$ cat config.mk
export PLATFORM = sky130hd
export DESIGN_NAME = irq_swizzle_router
export DESIGN_NICKNAME = d
export VERILOG_FILES = /design/src/rtl/irq_router_pkg.sv /design/src/rtl/irq_swizzle.sv /design/src/rtl/irq_level_store.sv /design/src/rtl/irq_route_regs.sv /design/src/rtl/irq_route_mux.sv /design/src/rtl/irq_swizzle_router.sv
export SDC_FILE = /design/constraint.sdc
export NUM_CORES = 1
export LEC_CHECK = 0
export ABC_CLOCK_PERIOD_IN_PS = 5200
export BUFFER_PORTS_ARGS = -buffer_cell sky130_fd_sc_hd__buf_2
export CORE_ASPECT_RATIO = 0.8
export CORE_MARGIN = 2
export CORE_UTILIZATION = 50
export CTS_CLUSTER_SIZE = 20
export DETAILED_ROUTE_END_ITERATION = 6
export PLACE_DENSITY_LB_ADDON = 0.25
export SETUP_SLACK_MARGIN = 0.4
export SLEW_MARGIN = 20
export SYNTH_ARGS = -nofsm -noshare
export SYNTH_HDL_FRONTEND = slang
export SYNTH_SLANG_ARGS = --single-unit
$ cat constraint.sdc
create_clock -name clk_i -period 5.2 [get_ports clk_i]
set_input_delay 1.3 -clock clk_i [delete_from_list [all_inputs] [get_ports clk_i]]
set_output_delay 1.3 -clock clk_i [all_outputs]
set_load 0.01 [all_outputs]
$ cat src/rtl/irq_router_pkg.sv
package irq_router_pkg;
  localparam int NUM_LINES    = 4;
  localparam int LINE_W       = 2;
  localparam int SEL_W        = 3;
  localparam int DIS_BIT      = 7;
  localparam int MASK_SEL_LO  = 4;
endpackage

$ cat src/rtl/irq_swizzle.sv
module irq_swizzle #(
  parameter int SLOT_W = 5
) (
  input  logic [1:0]                        pin_i,
  input  logic [SLOT_W-1:0]                 slot_i,
  output logic [irq_router_pkg::LINE_W-1:0] line_o
);
  import irq_router_pkg::*;
  logic [SLOT_W:0] sum;
  always_comb begin
    sum    = {{(SLOT_W-1){1'b0}}, pin_i} + {1'b0, slot_i};
    line_o = LINE_W'(sum % (SLOT_W+1)'(NUM_LINES));
  end
endmodule

$ cat src/rtl/irq_level_store.sv
module irq_level_store #(
  parameter int NUM_DEV = 64,
  localparam int DEV_W  = $clog2(NUM_DEV)
) (
  input  logic                                 clk_i,
  input  logic                                 rst_ni,
  input  logic                                 upd_i,
  input  logic [DEV_W-1:0]                     dev_i,
  input  logic [irq_router_pkg::LINE_W-1:0]    line_i,
  input  logic                                 level_i,
  output logic [irq_router_pkg::NUM_LINES-1:0] lines_o
);
  import irq_router_pkg::*;

  for (genvar l = 0; l < NUM_LINES; l++) begin : g_line
    logic [NUM_DEV-1:0] bits_q;
    always_ff @(posedge clk_i or negedge rst_ni) begin
      if (!rst_ni) bits_q <= '0;
      else if (upd_i && line_i == LINE_W'(l)) bits_q[dev_i] <= level_i;
    end
    assign lines_o[l] = |bits_q;
  end
endmodule

$ cat src/rtl/irq_route_regs.sv
module irq_route_regs #(
  parameter int NUM_CTRL = 16,
  localparam int CTRL_W  = $clog2(NUM_CTRL),
  localparam int MASK_B  = NUM_CTRL / 8
) (
  input  logic                                   clk_i,
  input  logic                                   rst_ni,
  input  logic                                   we_i,
  input  logic [irq_router_pkg::SEL_W-1:0]       sel_i,
  input  logic [7:0]                             wdata_i,
  output logic [irq_router_pkg::NUM_LINES-1:0]   dis_o,
  output logic [irq_router_pkg::NUM_LINES*CTRL_W-1:0] tgt_o,
  output logic [NUM_CTRL-1:0]                    mask_o
);
  import irq_router_pkg::*;

  for (genvar l = 0; l < NUM_LINES; l++) begin : g_route
    always_ff @(posedge clk_i or negedge rst_ni) begin
      if (!rst_ni) begin
        dis_o[l]                   <= 1'b1;
        tgt_o[l*CTRL_W +: CTRL_W]  <= '0;
      end else if (we_i && sel_i == SEL_W'(l)) begin
        dis_o[l]                   <= wdata_i[DIS_BIT];
        tgt_o[l*CTRL_W +: CTRL_W]  <= wdata_i[CTRL_W-1:0];
      end
    end
  end

  for (genvar b = 0; b < MASK_B; b++) begin : g_mask
    always_ff @(posedge clk_i or negedge rst_ni) begin
      if (!rst_ni) mask_o[b*8 +: 8] <= '0;
      else if (we_i && sel_i == SEL_W'(MASK_SEL_LO + b)) mask_o[b*8 +: 8] <= wdata_i;
    end
  end
endmodule

$ cat src/rtl/irq_route_mux.sv
module irq_route_mux #(
  parameter int NUM_CTRL = 16,
  localparam int CTRL_W  = $clog2(NUM_CTRL)
) (
  input  logic [irq_router_pkg::NUM_LINES-1:0]        lines_i,
  input  logic [irq_router_pkg::NUM_LINES-1:0]        dis_i,
  input  logic [irq_router_pkg::NUM_LINES*CTRL_W-1:0] tgt_i,
  output logic [NUM_CTRL-1:0]                         irq_o
);
  import irq_router_pkg::*;

  for (genvar k = 0; k < NUM_CTRL; k++) begin : g_in
    always_comb begin
      irq_o[k] = 1'b0;
      for (int l = 0; l < NUM_LINES; l++)
        if (lines_i[l] && !dis_i[l] && tgt_i[l*CTRL_W +: CTRL_W] == CTRL_W'(k))
          irq_o[k] = 1'b1;
    end
  end
endmodule

$ cat src/rtl/irq_swizzle_router.sv
module irq_swizzle_router #(
  parameter int NUM_DEV  = 64,
  parameter int SLOT_W   = 5,
  parameter int NUM_CTRL = 16,
  localparam int DEV_W   = $clog2(NUM_DEV),
  localparam int CTRL_W  = $clog2(NUM_CTRL)
) (
  input  logic                clk_i,
  input  logic                rst_ni,
  input  logic                evt_valid_i,
  input  logic [DEV_W-1:0]    evt_dev_i,
  input  logic [SLOT_W-1:0]   evt_slot_i,
  input  logic [1:0]          evt_pin_i,
  input  logic                evt_level_i,
  input  logic                cfg_we_i,
  input  logic [2:0]          cfg_sel_i,
  input  logic [7:0]          cfg_wdata_i,
  output logic [3:0]          lines_o,
  output logic [NUM_CTRL-1:0] irq_o,
  output logic [NUM_CTRL-1:0] level_mask_o
);
  import irq_router_pkg::*;

  logic [LINE_W-1:0]           evt_line;
  logic [NUM_LINES-1:0]        route_dis;
  logic [NUM_LINES*CTRL_W-1:0] route_tgt;

  irq_swizzle #(.SLOT_W(SLOT_W)) u_swz (
    .pin_i (evt_pin_i), .slot_i(evt_slot_i), .line_o(evt_line)
  );

  irq_level_store #(.NUM_DEV(NUM_DEV)) u_store (
    .clk_i, .rst_ni,
    .upd_i  (evt_valid_i), .dev_i(evt_dev_i), .line_i(evt_line),
    .level_i(evt_level_i), .lines_o(lines_o)
  );

  irq_route_regs #(.NUM_CTRL(NUM_CTRL)) u_regs (
    .clk_i, .rst_ni,
    .we_i(cfg_we_i), .sel_i(cfg_sel_i), .wdata_i(cfg_wdata_i),
    .dis_o(route_dis), .tgt_o(route_tgt), .mask_o(level_mask_o)
  );

  irq_route_mux #(.NUM_CTRL(NUM_CTRL)) u_mux (
    .lines_i(lines_o), .dis_i(route_dis), .tgt_i(route_tgt), .irq_o(irq_o)
  );
endmodule

==> results_dict.tcl, run 1 <==
set metrics [dict create \
    routed.top_layer "met4" \
    synth-seq-area-share_pct 52.8 \
    die_y_um 153 \
    wl_per_cell_um 19.1 \
    synth_compound_area_share_pct 0 \
    p_leak_nw 6.95 \
    hold_viol 0 \
    grt_pass1_vias 9170 \
    relSlewSlack_pct 24.0 \
    nets 1312 \
    tightest_slew_ps 1130 \
    multiInputGateArea_mm2 0.00613 \
    grt_max_degree 177 \
    cts_tree "done" \
    synth_area_leaders "dfrtp_1, mux2_2, nor2_1, nor4_1, nand2_1" \
    min_path_type "reg -> reg" \
    core-area_mm2 0.0272 \
    worstHoldPathCells 1 \
    cts_buffers 30 \
    cp-end-kind "output pin" \
    max_cap_violations 0 \
    finClkSkew_ps 0 \
    synthXorXnorAreaFrac_pct 0.190 \
    synth.distinct_cells 33 \
    post-synth-top-area-cell "dfrtp_1" \
    worstPathRequired_ps 3900 \
    synth_top_cell_area_share_pct 52.1 \
    syn_to_final_growth_pct 10.8 \
    slew_violations 0 \
    finalInstanceArea_mm2 0.0153 \
    pre_cts_ws_ps 1300 \
    cts-resized-gates 0 \
    ctsHoldBuffers 0 \
    post-synth-top-count-cell "dfrtp_1" \
    vdd_drop_max_mv 0.280 \
    finalWorstSetupSlack_ps 614 \
    num_io_pins 65 \
    wl_met3_um 1510 \
    syn_nets 1293 \
    antenna_found_initial 2 \
    wl_met1_um 15700 \
    globalplace.congestion 0.876 \
    finalSetupTns_ps 0 \
    route.antenna.remaining_nets 0 \
    portBuffers 61 \
    die_area_mm2 0.0290 \
    synth_fa_ha_area_share_pct 0.0904 \
    grt_pass1_wl_um 51700 \
    synthArstFlopShare_pct 100 \
    synthSimpleGateAreaFrac_pct 20.2 \
    met2_length_um 14200 \
    reg2regPathDepth 1 \
    yosysWarnings 0 \
    row_count 54 \
    vias 9441 \
    antenna_cells 0 \
    critPathLaunchType "flip-flop" \
    dpl_cell_area_mm2 0.0143 \
    cts_max_level 1 \
    setup_violations 0 \
    crit_type "reg -> out" \
    arrival_ps 3290 \
    initial_core_util_pct 50.8 \
    routed_wl_um 31900 \
    die_w_um 190 \
    drc_errors 0 \
    dp_hpwl_um 20700 \
    cp_max_fo 17 \
    drt_iter0_markers 736 \
    rsz0062_at_grt "false" \
    cts_num_sinks 292 \
    viasPerCell 5.66 \
    powerDensity_mw_per_mm2 371 \
    syn_avg_cell_area_um2 11.0 \
    ys_ff_latch 292 \
    outcome "finished, final reports clean" \
    fmax_mhz 218 \
    synth-edff-count 0 \
    synth_top_family_by_area "multiplexers" \
    cts-root-buf "clkbuf_16" \
    grt-ovfl-total 0 \
    seq_area_mm2 0.00731 \
    ys.flop_type "dfrtp_1" \
    final_layout_size_suffix_gt1_share_pct 31.2 \
    clock_latency_ps 550 \
    synthTopCellsByCount "dfrtp_1, mux2_2, nor2_1" \
    syn_inst 1263 \
    period_share_pct 88.2 \
    synthMuxAreaShare_pct 23.8 \
    syn_area_mm2 0.0138 \
    first_pass_iters 6 \
    n_fill_cell 2356 \
    clk_pin_slew_ps 60 \
    postCtsSetupRepairBufs 0 \
    fin_crit_ps 4590 \
    clk_path_buf_depth 3 \
    track_usage_pct 22.3 \
]
kinds of logic after synthesis:
family / Yosys count
flops: 292
buf+inv: 83
xor+xnor: 3
fa+ha+maj: 1
mux: 292
simple gates: 592
registers in the layout, summed over array words and instances, names as in the netlist:
name,flops
u_regs.dis_o,4
u_regs.mask_o,16
u_regs.tgt_o,16
u_store.g_line.bits_q,256
final cells by class:
cell class                      count  share of cell area (%)
Sequential cell                   292                    47.7
Multi-Input combinational cell    888                    40.0
Clock buffer                       46                    5.68
Tap cell                          364                    2.97
Timing Repair Buffer               70                    2.64
Clock inverter                      9                    1.08
critical path, cell delays in order, from the launching register on:
cell,delay (ps)
dfrtp_1,390
nor4_1,540
nand4_1,370
or4_1,870
nand3b_1,210
nand4_1,170
buf_2,180
layout by cell type (no fill, tap or decap), types with 4 or more instances in the layout:
cell	instances
dfrtp_1	288
mux2_2	272
nor2_1	259
nand2_1	120
nor4_1	81
buf_2	59
nor3_1	36
nand4_1	32
clkbuf_16	30
mux2_1	20
nand2b_1	14
nand3_1	11
clkbuf_1	10
nand3b_1	8
buf_4	8
clkbuf_8	7
nor3b_2	6
and3b_1	5
or4_1	4
bufinv_16	4
dfstp_2	4
where the power goes:
group	switching [mW]	internal, mW	total, mW
Clock	0.885	1.35	2.24
Sequential	0.161	2.46	2.62
Combinational	0.500	0.329	0.829
path summary, 6_finish.rpt:
kind                                              start                      endpoint  slack [ps]
max                        u_store.g_line[0].bits_q[16]                      irq_o[4]         610
min                        u_store.g_line[1].bits_q[20]  u_store.g_line[1].bits_q[20]         490
max reg2reg                             u_regs.dis_o[1]               u_regs.dis_o[1]        4260
min reg2reg                u_store.g_line[1].bits_q[20]  u_store.g_line[1].bits_q[20]         490
max in group asynchronous                        rst_ni               u_regs.dis_o[1]        3320
min in group asynchronous                        rst_ni   u_store.g_line[3].bits_q[0]         800
through the flow:
stage	util [%]	hold slack [ps]	power (mW)	instances
2_1_floorplan	-	458	3.18	1263
3_3_place_gp	52.5	470	3.47	1614
3_5_place_dp	52.5	477	3.49	1614
4_1_cts	56.3	491	5.73	1669
5_1_grt	56.3	503	5.94	1669
6_report	56.3	490	5.69	1669
layer usage:
layer,vias up,global-route usage [%]
li1,4447,-
met1,4772,35.5
met2,180,32.7
met3,42,3.38
met4,0,3.88
met5,-,0
Note: power is estimated with default switching activity, not from simulation.
==> run 2, diff against run 1 <==
Settings changed: ABC_CLOCK_PERIOD_IN_PS 5200 to 4300.
Clock period 5.2 ns to 4.3 ns, I/O delays scaled along.
==> results_dict.tcl, run 2 (synthesis gave the netlist of run 1 again) <==
set metrics [dict create \
    outcome "finished, final reports clean" \
    cts_num_sinks 292 \
    cts_max_level 1 \
    reg2reg_setup_slack_ps 3360 \
    core-area_mm2 0.0272 \
    hold_viol 0 \
    max_cap_violations 0 \
    die_w_um 190 \
    route.antenna.remaining_nets 0 \
    clk_pin_slew_ps 60 \
    worst_r2r_startpoint "u_regs.dis_o[1]" \
    final_cell_mix "dfrtp_1, mux2_2, nor2_1, nand2_1, nor4_1" \
    arrival_ps 2840 \
    nets 1322 \
    cts_buffers 30 \
    cts_tree "done" \
    clk_path_buf_depth 3 \
    period_share_pct 91.1 \
    largest_register "u_store.g_line.bits_q" \
    cpPeakStageDelay_ps 690 \
    viasPerCell 5.70 \
    slowest_stage "or4_4" \
    dp_hpwl_um 20800 \
    first_pass_iters 5 \
    clock_latency_ps 550 \
    grt_pass1_wl_um 52400 \
    p_leak_nw 7.02 \
    tightest_slew_ps 983 \
    drt_iter0_markers 782 \
    hold_end "u_store.g_line[1].bits_q[24]" \
    cp_max_fo 17 \
    crit_type "reg -> out" \
    antenna_cells 0 \
    rsz0062_at_grt "true" \
    worstPathRequired_ps 3220 \
    cp-end-kind "output pin" \
    relSlewSlack_pct 34.2 \
    finalWorstSetupSlack_ps 384 \
    path_delay_family "simple AND/OR/NAND/NOR gates" \
    vias 9546 \
    grt_pass1_vias 9321 \
    die_y_um 153 \
    worstHoldPathCells 1 \
    top_regs "u_store.g_line.bits_q: 256 flops, u_regs.mask_o: 16 flops, u_regs.tgt_o: 16 flops" \
    crit_path_frequent_cell "nand4_1" \
    antenna_found_initial 0 \
    syn_to_final_growth_pct 12.0 \
    min_path_type "reg -> reg" \
    num_io_pins 65 \
    finClkSkew_ps 0 \
    portBuffers 61 \
    final_layout_size_suffix_gt1_share_pct 33.3 \
    vdd_drop_max_mv 0.361 \
    grt_max_degree 143 \
    critPathLaunchType "flip-flop" \
    crit_chain "nor4_2 > nand4_1 > or4_4 > nand3b_1 > nand4_1 > buf_2" \
    setup_violations 0 \
    fin_crit_ps 3920 \
    finalSetupTns_ps 0 \
    report.power.total_mw 6.80 \
    critPathBufInv 1 \
    ctsHoldBuffers 0 \
    largest_reg_flops 256 \
    mostFrequentLayoutCell "dfrtp_1" \
    row_count 54 \
    drc_errors 0 \
    pre_cts_ws_ps 678 \
    globalplace.congestion 0.907 \
    r2r_end "u_regs.dis_o[1]" \
    grt-ovfl-total 0 \
    slew_violations 0 \
    reg2regPathDepth 1 \
    routed_wl_um 32700 \
    initial_core_util_pct 50.8 \
    track_usage_pct 22.7 \
    cts-root-buf "clkbuf_16" \
    die_area_mm2 0.0290 \
    hp-start "u_store.g_line[1].bits_q[24]" \
    startpoint "u_store.g_line[0].bits_q[16]" \
    powerDensity_mw_per_mm2 439 \
    wl_per_cell_um 19.5 \
    fmax_mhz 255 \
]
==> run 2: cell count changes in the layout (fill, tap and decap cells not counted), sizes merged <==
cell    before  now
clkbuf      47   44
bufinv       4    1
or4          4    5
buf         69   79
inv          1    0
clkinv       3    6
==> run 2: timing repair <==
action                     in CTS  in global routing
gates resized for setup        13                 10
pin swaps                       0                  5
cloned                          0                  1
setup endpoints to repair      20                 16
buffers inserted                0                  3
==> run 2: worst max-delay path by stage <==
stage,endpoint,cells after the start
global route,irq_o[0],6
detailed placement,irq_o[0],6
finish,irq_o[0],6
floorplan,irq_o[12],7
global placement,irq_o[4],6
CTS,irq_o[0],6
==> run 2: report_power, final <==
group | switching [mW] | leakage (nW) | internal [mW] | total, mW
Sequential | 0.201 | 3.96 | 2.98 | 3.18
Combinational | 0.638 | 2.59 | 0.446 | 1.08
Clock | 1.06 | 0.471 | 1.47 | 2.53
Total | 1.90 | 7.02 | 4.90 | 6.80
==> run 2: area by class of cell <==
| type | count | area, µm² |
|---|---|---|
| clock buffers | 44 | 885 |
| clock inverters | 8 | 67.6 |
| fillers | 2316 | 11700 |
| multi-input cells | 889 | 6270 |
| flip-flops and latches | 292 | 7310 |
| well taps | 364 | 455 |
| repair buffers | 79 | 507 |
==> run 2: per-layer routing <==
metal	wire length [µm]	vias up	share of wire [%]	global-route usage, %
met1	15800	4806	48	35.0
met3	1850	49	5.7	3.97
met5	0	-	0	0
met4	665	0	2.0	4.80
li1	-	4475	-	-
met2	14400	216	44	33.7
==> run 2: metrics by stage <==
stage | cells | utilization, % | instance area [µm²] | hold WS [ps]
after floorplan | 1263 | - | 13800 | 458
after global placement | 1620 | 52.8 | 14400 | 468
after detailed placement | 1620 | 52.8 | 14400 | 476
after CTS | 1672 | 56.6 | 15400 | 489
after global routing | 1676 | 56.9 | 15500 | 513
final | 1676 | 56.9 | 15500 | 488
